### src/rtl/scan_addr_pkg.sv
package scan_addr_pkg;
  localparam int DEF_ROWS = 264;
  localparam int DEF_AW   = 9;

  typedef enum logic [1:0] {
    CNT_HOLD  = 2'd0,
    CNT_CLEAR = 2'd1,
    CNT_STEP  = 2'd2
  } cnt_act_e;
endpackage

### src/rtl/scan_rst_sync.sv
module scan_rst_sync #(
  parameter int STAGES = 2
) (
  input  logic clk,
  input  logic rst_n,
  output logic rst_n_sync
);
  logic [STAGES-1:0] sync_q;
  logic [STAGES-1:0] sync_d;

  always_comb begin
    sync_d = {sync_q[STAGES-2:0], 1'b1};
  end

  always_ff @(posedge clk or negedge rst_n) begin
    if (!rst_n) sync_q <= '0;
    else        sync_q <= sync_d;
  end

  assign rst_n_sync = sync_q[STAGES-1];
endmodule

### src/rtl/start_line_reduce.sv
module start_line_reduce #(
  parameter int ROWS = 264,
  parameter int AW   = 9
) (
  input  logic [AW-1:0] raw_val,
  output logic [AW-1:0] red_val
);
  localparam int STAGES = ((1 << AW) + ROWS - 1) / ROWS;
  localparam logic [AW:0] ROWS_X = (AW+1)'(ROWS);

  logic [AW:0] chain [STAGES+1];

  assign chain[0] = {1'b0, raw_val};

  for (genvar g = 0; g < STAGES; g++) begin : g_sub
    always_comb begin
      if (chain[g] >= ROWS_X) chain[g+1] = chain[g] - ROWS_X;
      else                    chain[g+1] = chain[g];
    end
  end

  assign red_val = chain[STAGES][AW-1:0];
endmodule

### src/rtl/start_line_regs.sv
module start_line_regs #(
  parameter int AW = 9
) (
  input  logic          clk,
  input  logic          rst_n,
  input  logic          wr_en,
  input  logic [AW-1:0] wr_val,
  input  logic          frame_evt,
  output logic [AW-1:0] start_act
);
  logic [AW-1:0] pend_q, pend_d;
  logic [AW-1:0] act_q, act_d;
  logic          pend_en, act_en;

  always_comb begin
    pend_en = wr_en;
    pend_d  = wr_val;
    act_en  = frame_evt;
    act_d   = wr_en ? wr_val : pend_q;
  end

  always_ff @(posedge clk or negedge rst_n) begin
    if (!rst_n)       pend_q <= '0;
    else if (pend_en) pend_q <= pend_d;
  end

  always_ff @(posedge clk or negedge rst_n) begin
    if (!rst_n)      act_q <= '0;
    else if (act_en) act_q <= act_d;
  end

  assign start_act = act_q;
endmodule

### src/rtl/scan_line_counter.sv
module scan_line_counter
  import scan_addr_pkg::*;
#(
  parameter int ROWS = 264,
  parameter int AW   = 9
) (
  input  logic          clk,
  input  logic          rst_n,
  input  logic          line_tick,
  input  logic          frame_evt,
  output logic [AW-1:0] count
);
  localparam logic [AW-1:0] LAST = AW'(ROWS - 1);

  cnt_act_e      act;
  logic [AW-1:0] cnt_q, cnt_d;
  logic          cnt_en;

  always_comb begin
    if (frame_evt)      act = CNT_CLEAR;
    else if (line_tick) act = CNT_STEP;
    else                act = CNT_HOLD;
  end

  always_comb begin
    cnt_en = (act != CNT_HOLD);
    unique case (act)
      CNT_CLEAR: cnt_d = '0;
      CNT_STEP:  cnt_d = (cnt_q == LAST) ? '0 : cnt_q + 1'b1;
      default:   cnt_d = cnt_q;
    endcase
  end

  always_ff @(posedge clk or negedge rst_n) begin
    if (!rst_n)      cnt_q <= '0;
    else if (cnt_en) cnt_q <= cnt_d;
  end

  assign count = cnt_q;
endmodule

### src/rtl/scan_addr_gen.sv
module scan_addr_gen
  import scan_addr_pkg::*;
#(
  parameter int ROWS = DEF_ROWS,
  parameter int AW   = DEF_AW
) (
  input  logic          clk,
  input  logic          rst_n,
  input  logic          line_tick,
  input  logic          fr_toggle,
  input  logic          start_wr,
  input  logic [AW-1:0] start_val,
  output logic [AW-1:0] row_addr
);
  localparam logic [AW:0] ROWS_X = (AW+1)'(ROWS);

  logic          rst_n_sync;
  logic [AW-1:0] start_red;
  logic [AW-1:0] start_act;
  logic [AW-1:0] line_cnt;
  logic [AW:0]   sum;

  scan_rst_sync #(.STAGES(2)) u_rst (
    .clk        (clk),
    .rst_n      (rst_n),
    .rst_n_sync (rst_n_sync)
  );

  start_line_reduce #(.ROWS(ROWS), .AW(AW)) u_red (
    .raw_val (start_val),
    .red_val (start_red)
  );

  start_line_regs #(.AW(AW)) u_start (
    .clk       (clk),
    .rst_n     (rst_n_sync),
    .wr_en     (start_wr),
    .wr_val    (start_red),
    .frame_evt (fr_toggle),
    .start_act (start_act)
  );

  scan_line_counter #(.ROWS(ROWS), .AW(AW)) u_cnt (
    .clk       (clk),
    .rst_n     (rst_n_sync),
    .line_tick (line_tick),
    .frame_evt (fr_toggle),
    .count     (line_cnt)
  );

  always_comb begin
    sum = {1'b0, start_act} + {1'b0, line_cnt};
    if (sum >= ROWS_X) row_addr = AW'(sum - ROWS_X);
    else               row_addr = sum[AW-1:0];
  end
endmodule

### config.mk
export PLATFORM = sky130hd
export DESIGN_NAME = scan_addr_gen
export DESIGN_NICKNAME = d
export VERILOG_FILES = /design/src/rtl/scan_addr_pkg.sv /design/src/rtl/scan_rst_sync.sv /design/src/rtl/start_line_reduce.sv /design/src/rtl/start_line_regs.sv /design/src/rtl/scan_line_counter.sv /design/src/rtl/scan_addr_gen.sv
export SDC_FILE = /design/constraint.sdc
export NUM_CORES = 1
export LEC_CHECK = 0
export ABC_CLOCK_PERIOD_IN_PS = 5000
export BUFFER_PORTS_ARGS = -buffer_cell sky130_fd_sc_hd__buf_2
export CAP_MARGIN = 5
export CORE_ASPECT_RATIO = 2
export CORE_MARGIN = 4
export CORE_UTILIZATION = 65
export CTS_BUF_LIST = sky130_fd_sc_hd__clkbuf_8
export CTS_CLUSTER_SIZE = 28
export DETAILED_ROUTE_END_ITERATION = 7
export GPL_TIMING_DRIVEN = 0
export PLACE_DENSITY = 0.95
export SLEW_MARGIN = 20
export SYNTH_ARGS = -nofsm -noshare
export SYNTH_HDL_FRONTEND = slang
export SYNTH_SLANG_ARGS = --single-unit
### constraint.sdc
create_clock -name clk -period 5 [get_ports clk]
set_input_delay 0.25 -clock clk [delete_from_list [all_inputs] [get_ports clk]]
set_output_delay 0.25 -clock clk [all_outputs]
set_load 0.03 [all_outputs]
==> results.md, run 1 <==
- Status: finished clean
- Worst hold start: start_val[2]
- Compound-Gate Fraction of Synth Area: 22.9%
- Power Internal: ~0.5 mW
- Num rows: 29
- WP data arrival: 3.16 ns
- DR vias: 1956
- Clk root buf: clkbuf_8
- Final Max Tran Viols: 0
- Grt met2 use: 44.4%
- CTS tree: built
- # fillers: 237
- Starting density of the core: 67.8%
- WP data required: 4.75 ns
- Met1 global-route usage: between 20% and 30%
- Clock buffer depth: 2
- CP dominant cell by count: ha_1
- Post-synthesis xor/xnor area fraction: around 3.2%
- Final #Nets: 293
- Final hold vios: 0
- R2r setup slk: 3.21 ns
- Final weighted congestion in routability-driven placement: 0.862
- Syn Nets: between 200 and 300
- Crit path max-delay family: adder cells
- Setup Fix Bufs, Post-CTS: 0
- Mux contribution to synthesized area: about 7.6%
- R2r endpoint: u_cnt.count[6]$_DFFE_PN0P_
- CP Cell Sequence: ha_1, fa_1, a21o_1, a21oi_1, xnor2_1, inv_1, ha_1, or3_1, o311ai_1, buf_2
- Clk network pwr share: 34.3%
- Hold Path Class: in -> reg
- Initial antenna violation count: 0
- Hold endpoint: u_start.pend_q[2]$_DFF_PN0_
- Slew HR: 56.3%
- Post-synthesis async set-or-reset flop share: 100%
- Seq pwr share: 37.3%
- Worst r2r src: u_cnt.count[6]$_DFFE_PN0P_
- Yosys warning count: 0
- R2R depth: 7
- Largest family of logic cells by synthesized area: compound AO/OA/AOI/OAI gates
- TNS Setup: 0 ns
- Slowest-stage cell, CP: dfrtp_1
- Kind of critical path: reg -> out
- GRT overflow: 0
- Die area: 4370 sq um
- Most crowded layer after global routing: met2
- Post-CTS sizing: 0
- DP HPWL: 3.81 mm
- Power per cell area: 298 nW/um^2
- Largest fanout on the critical path: 5
- Total global-route track usage: between 20% and 30%
- Largest net degree at the start of global routing: 28
- Peak VDD IR: approximately 0.31 mV
- Tightest Pin Transition: 0.651 ns
- Antenna viol nets, final: 0
- Leakage: approximately 1.1 nW
- Die Y: 89.6 microns
- Syn Inst Count: 235
- Share of cells above drive strength 1: 21.1%
- Avg WL per Cell: 16.7 microns
- Post-Synth Adder-Cell Area: 9.02%
- M3 GR Usage: 3.14%
- Tmin final: 3.41 ns
- Ports: 23
- Mean Syn Cell Area: 9.21 sq um
- Hold Path Depth: 2
- Yosys reg bits: 29
- Sw Pwr: 0.236 mW
- Worst clock skew: approximately 0.0050 ns
- Post-Route WL: 4.94 mm
- Post-Synth Simple-Gate Area: a little over a fifth
- Num CTS Buffers: 5
- First-pass GRT wire length: 8.00 mm
- Crit. End Element: output port
- Final setup viols: 0
- Synthesized cell area: 2160 sq um
- DR pass1 iterations: 4
- Sequential share of the synthesized area: between 30% and 40%
- Design Area, Final: roughly 2400 sq um
- Vias in the first global route: 1820
- CTS Hold Buffers Added: 1
- # clock sinks: 29
- Distinct cells, synth: 58
- Sw Ratio: 32.4%
- Unrepaired setup endpoints after global routing: false
- Tcrit/Tclk final: 68.3%
- Dpl cell area: 2310 sq um
- Initial drt markers: 55
- Clock slew at reported path FFs: 0.06 ns
- Worst-skew pair later-pin latency: about 0.28 ns
- Comb pwr share: 28.3%
- # diodes: 0
- H-tree depth: 2
- Total of max-cap violations: 0
- Input/output buffers: 21
- Startpoint types: register
- Layout area overhead: 12.7%
- EDFF count, synth: 0
- CP Buf/Inv Count: 2
- Crit-path max cell delay: approximately 0.42 ns
- Die Width: 48.8 microns
- Vias per cell: 6.61
- Core outline area: 3190 sq um
- Ys flop type: dfrtp_1
- Max Freq: 293 MHz
- Residual DRC count: 0
## area by class of cell
type | count | area (sq um) | area share (%)
Buffer | 6 | 31.3 | 1.28
Clock buffer | 6 | 82.6 | 3.38
Clock inverter | 2 | 37.5 | 1.54
Inverter | 7 | 26.3 | 1.08
Multi-Input combinational cell | 193 | 1380 | 56.6
Sequential cell | 29 | 727 | 29.8
Tap cell | 31 | 38.8 | 1.59
Timing Repair Buffer | 22 | 115 | 4.72
## per-layer routing
layer,vias up,wire [microns]
li1,939,-
met1,944,1850
met2,57,2730
met3,16,152
met4,0,211
met5,-,0
## worst max-delay path by stage
| stage | from | to | slack, ns | depth (start not counted) |
|---|---|---|---|---|
| finish | u_cnt.count[0]$_DFFE_PN0P_ | row_addr[4] | 1.59 | 10 |
| global placement | u_cnt.count[0]$_DFFE_PN0P_ | row_addr[4] | 1.99 | 10 |
| floorplan | u_cnt.count[0]$_DFFE_PN0P_ | row_addr[4] | 1.94 | 8 |
| global route | u_cnt.count[0]$_DFFE_PN0P_ | row_addr[4] | 1.42 | 10 |
| detailed placement | u_cnt.count[0]$_DFFE_PN0P_ | row_addr[4] | 1.93 | 10 |
| CTS | u_cnt.count[0]$_DFFE_PN0P_ | row_addr[4] | 1.58 | 10 |
## registers in the layout (all words and copies together) (netlist names)
name	count
u_cnt.count	9
u_start.pend_q	9
u_start.start_act	9
u_rst.sync_q	2
## worst reg2reg max path, cell delays in order (launching register included)
cell	delay, ns
dfrtp_1	0.44
nor4_1	0.31
nand4_1	0.14
nand3b_1	0.11
clkbuf_1	0.29
nor2_1	0.09
o21ai_0	0.16
o21ai_0	0.12
## cell usage in the layout (no fill, tap or decap), types with 6 or more instances in the layout
cell type,instances
inv_1,7
buf_2,22
nand2_1,20
a21oi_1,16
clkbuf_8,6
nor2_1,19
nand3_1,9
mux2_2,12
dfrtp_1,28
ha_1,14
o21ai_0,22
## kinds of logic after synthesis
| kind of cell | Yosys count |
|---|---|
| adder cells (fa/ha/maj) | 15 |
| multiplexers | 15 |
| AND/OR/NAND/NOR | 84 |
| buffers and inverters | 13 |
| AO/OA/AOI/OAI | 71 |
| XOR/XNOR | 7 |
| other | 1 |
| flip-flops | 29 |
## power groups by stage
| stage | Clock [mW] | Sequential (mW) | Combinational (mW) |
|---|---|---|---|
| finish | 0.250 | 0.272 | 0.206 |
| floorplan | 0 | 0.269 | 0.155 |
| global route | 0.262 | 0.274 | 0.226 |
| CTS | 0.254 | 0.272 | 0.205 |
| global placement | 0 | 0.274 | 0.195 |
| detailed placement | 0 | 0.276 | 0.202 |
## synth_stat cells (4+ instances only)
library cell,number,area [sq um]
nor2b_1,5,31.3
xor2_1,5,43.8
inv_1,7,26.3
o21ai_0,22,110
nand3_1,9,45.0
a21oi_1,16,80.1
ha_1,14,175
nand2_1,20,75.1
dfrtp_1,29,726
and3_1,5,31.3
mux2_2,12,135
clkbuf_1,4,15.0
nand2b_1,5,31.3
nor3_1,4,20.0
nor2_1,19,71.3
## stage by stage
stage	setup WS, ns	hold WS (ns)	util [%]	total power [mW]	std cells
floorplan	1.94	-0.0456	-	0.424	235
global placement	1.99	0.0349	72.3	0.469	287
detailed placement	1.93	0.0357	72.3	0.477	287
CTS	1.58	0.246	76.4	0.731	296
global route	1.42	0.251	76.4	0.763	296
finish	1.59	0.251	76.4	0.728	296
Power figures use the tool's default switching activity.
==> run 2: changes to the inputs <==
--- a/config.mk
+++ b/config.mk
@@ -5,17 +5,17 @@
 export SDC_FILE = /design/constraint.sdc
 export NUM_CORES = 1
 export LEC_CHECK = 0
-export ABC_CLOCK_PERIOD_IN_PS = 5000
+export ABC_CLOCK_PERIOD_IN_PS = 3300
 export BUFFER_PORTS_ARGS = -buffer_cell sky130_fd_sc_hd__buf_2
 export CAP_MARGIN = 5
 export CORE_ASPECT_RATIO = 2
 export CORE_MARGIN = 4
-export CORE_UTILIZATION = 65
+export CORE_UTILIZATION = 61
 export CTS_BUF_LIST = sky130_fd_sc_hd__clkbuf_8
 export CTS_CLUSTER_SIZE = 28
 export DETAILED_ROUTE_END_ITERATION = 7
 export GPL_TIMING_DRIVEN = 0
-export PLACE_DENSITY = 0.95
+export PLACE_DENSITY = 0.92
 export SLEW_MARGIN = 20
 export SYNTH_ARGS = -nofsm -noshare
 export SYNTH_HDL_FRONTEND = slang
==> constraint.sdc (replaced) <==
create_clock -name clk -period 3.3 [get_ports clk]
set_input_delay 0.165 -clock clk [delete_from_list [all_inputs] [get_ports clk]]
set_output_delay 0.165 -clock clk [all_outputs]
set_load 0.03 [all_outputs]
==> results.md, run 2 (same netlist as run 1, synthesis figures left out) <==
- Status: finished clean
- Startpoint types: register
- Hold Slack: 0.153 ns (-0.0977 ns)
- Input/output buffers: 21 (unchanged)
- Final weighted congestion in routability-driven placement: 0.883 (+2.4%)
- Ports: 23 (unchanged)
- Share of cells above drive strength 1: 23.5% (+2.4 points)
- Unrepaired setup endpoints after global routing: false
- Layout area overhead: 15.8%
- Hold Path Class: in -> reg
- Setup ws final: 0.136 ns (-1.45 ns)
- Clock slew at reported path FFs: 0.07 ns (about the same)
- H-tree depth: 2 (unchanged)
- DP HPWL: 3.82 mm (+0.10%)
- Die area: 4620 sq um (+5.7%)
- Sw Ratio: 33.2% (+0.81 points)
- Tot Pwr: 1.13 mW (+56%)
- Final setup viols: 0 (unchanged)
- Slew HR: 54.0% (-2.3 points)
- Largest fanout on the critical path: 4 (-1)
- # diodes: 0 (unchanged)
- Num CTS Buffers: 5 (unchanged)
- Antenna viol nets, final: 0 (unchanged)
- Power per cell area: 452 nW/um^2 (+51%)
- Vias in the first global route: 1938 (+6.5%)
- Final #Nets: 296 (+1.0%)
- Most frequent cells in the layout: 28 x dfrtp_1, 22 x o21ai_0, 21 x buf_2
- Kind of critical path: reg -> out
- Setup WS pre-CTS: 0.302 ns (-1.63 ns)
- Leakage: 1.13 nW (+2.0%)
- Num rows: 30 (+3.4%)
- Tcrit/Tclk final: 95.9%
- Post-Route WL: 5.32 mm (+7.6%)
- # clock sinks: 29 (unchanged)
- Die Width: 50.1 microns (+2.7%)
- # fillers: 251 (+5.9%)
- Tmin final: 3.16 ns
- Clk network pwr share: 34.5% (+0.2 points)
- Worst-skew pair later-pin latency: 0.29 ns (about the same)
- Initial drt markers: 81 (+47%)
- CTS tree: built
- Residual DRC count: 0 (unchanged)
- Worst clock skew: 0.00812 ns (+0.00308 ns)
- Seq pwr share: 36.5% (-0.8 points)
- Clk root buf: clkbuf_8
- WP data required: 3.13 ns (-1.62 ns)
- Register Area: 727 sq um (unchanged)
- First-pass GRT wire length: 8.51 mm (+6.4%)
- Avg WL per Cell: 16.8 microns (+0.84%)
- GRT overflow: 0 (unchanged)
- Starting density of the core: 63.4% (-4.4 points)
- Final Max Tran Viols: 0 (unchanged)
- Power Internal: 0.757 mW (+54%)
- Crit. End Element: output port
- Initial antenna violation count: 0 (unchanged)
- Largest net degree at the start of global routing: 28 (unchanged)
- Total of max-cap violations: 0 (unchanged)
- Fin util: 73.4% (-3.0 points)
- Sw Pwr: 0.376 mW (+59%)
- Core outline area: 3420 sq um (+7.0%)
- Comb pwr share: 29.0% (+0.7 points)
- TNS Setup: 0 ns (unchanged)
- Tightest Pin Transition: 0.685 ns (+0.0345 ns)
- DR vias: 1982 (+1.3%)
- Peak VDD IR: 0.421 mV (+35%)
- Vias per cell: 6.27 (-5.1%)
- WP data arrival: 3.00 ns (-0.16 ns)
- Die Y: 92.2 microns (+2.9%)
- Multi-input logic area: 1400 sq um (+1.5%)
- Clock buffer depth: 2 (unchanged)
- DR pass1 iterations: 4 (unchanged)
- Final hold vios: 0 (unchanged)
- Commonest non-fill, non-tap cell in the layout: dfrtp_1
- Max Freq: 316 MHz
- Total global-route track usage: 24.1% (+0.57 points)
[run 2: final cells by class]
cell class                      count  area share, %
Multi-Input combinational cell    193           55.9
Buffer                              6           1.25
Inverter                            7           1.05
Tap cell                           48           2.40
Clock buffer                        6           3.29
Clock inverter                      2           1.50
Timing Repair Buffer               25           5.59
Sequential cell                    29           29.0
[run 2: repair_timing]
| action | in CTS | in global routing |
|---|---|---|
| setup buffers | 0 | 3 |
| cloned | 0 | 0 |
| resized for setup | 1 | 4 |
| endpoints found under the setup margin | 1 | 4 |
| endpoints found under the hold margin | 2 | 0 |
| hold buffers | 1 | 0 |
| pin swaps | 0 | 2 |
[run 2: path summary, 6_finish.rpt]
check	slack, ns	from	cells after the start	end
setup / recovery	0.14	u_cnt.count[0]$_DFFE_PN0P_	10	row_addr[4]
hold / removal	0.15	start_val[0]	2	u_start.pend_q[0]$_DFF_PN0_
setup reg to reg	1.57	u_cnt.count[6]$_DFFE_PN0P_	7	u_cnt.count[5]$_DFFE_PN0P_
hold reg to reg	0.26	u_rst.sync_q[1]$_DFF_PN0_	0	u_start.pend_q[0]$_DFF_PN0_
max in group asynchronous	2.63	u_rst.sync_q[1]$_DFF_PN0_	0	u_cnt.count[7]$_DFFE_PN0P_
min in group asynchronous	0.19	rst_n	2	u_rst.sync_q[0]$_DFF_PN0_
[run 2: routing by layer]
metal  global-route usage, %  vias up  routed length [microns]
met5                       0        -                        0
met4                    17.8        0                      304
met3                    3.25       25                      167
met2                    43.1       64                     2870
met1                    24.1      953                     1980
li1                        -      940                        -
[run 2: power groups by stage]
| stage | Combinational, mW | Sequential [mW] | Clock, mW |
|---|---|---|---|
| after floorplan | 0.235 | 0.407 | 0 |
| after global placement | 0.294 | 0.416 | 0 |
| after detailed placement | 0.303 | 0.418 | 0 |
| after CTS | 0.311 | 0.413 | 0.390 |
| after global routing | 0.357 | 0.416 | 0.411 |
| final | 0.329 | 0.414 | 0.390 |
[run 2: stage by stage]
step / area (sq um) / cells
5_1_grt: 2510 / 316
3_3_place_gp: 2330 / 304
4_1_cts: 2460 / 313
6_report: 2510 / 316
2_1_floorplan: 2160 / 235
3_5_place_dp: 2330 / 304
[run 2: worst max-delay path: stages, from the launching register on]
cell and delay (ns):
dfrtp_1 0.42, ha_2 0.21, fa_1 0.40, a21o_1 0.28
a21oi_2 0.20, xnor2_2 0.17, inv_1 0.07, ha_1 0.28
or3_1 0.38, o311ai_1 0.08, buf_4 0.21
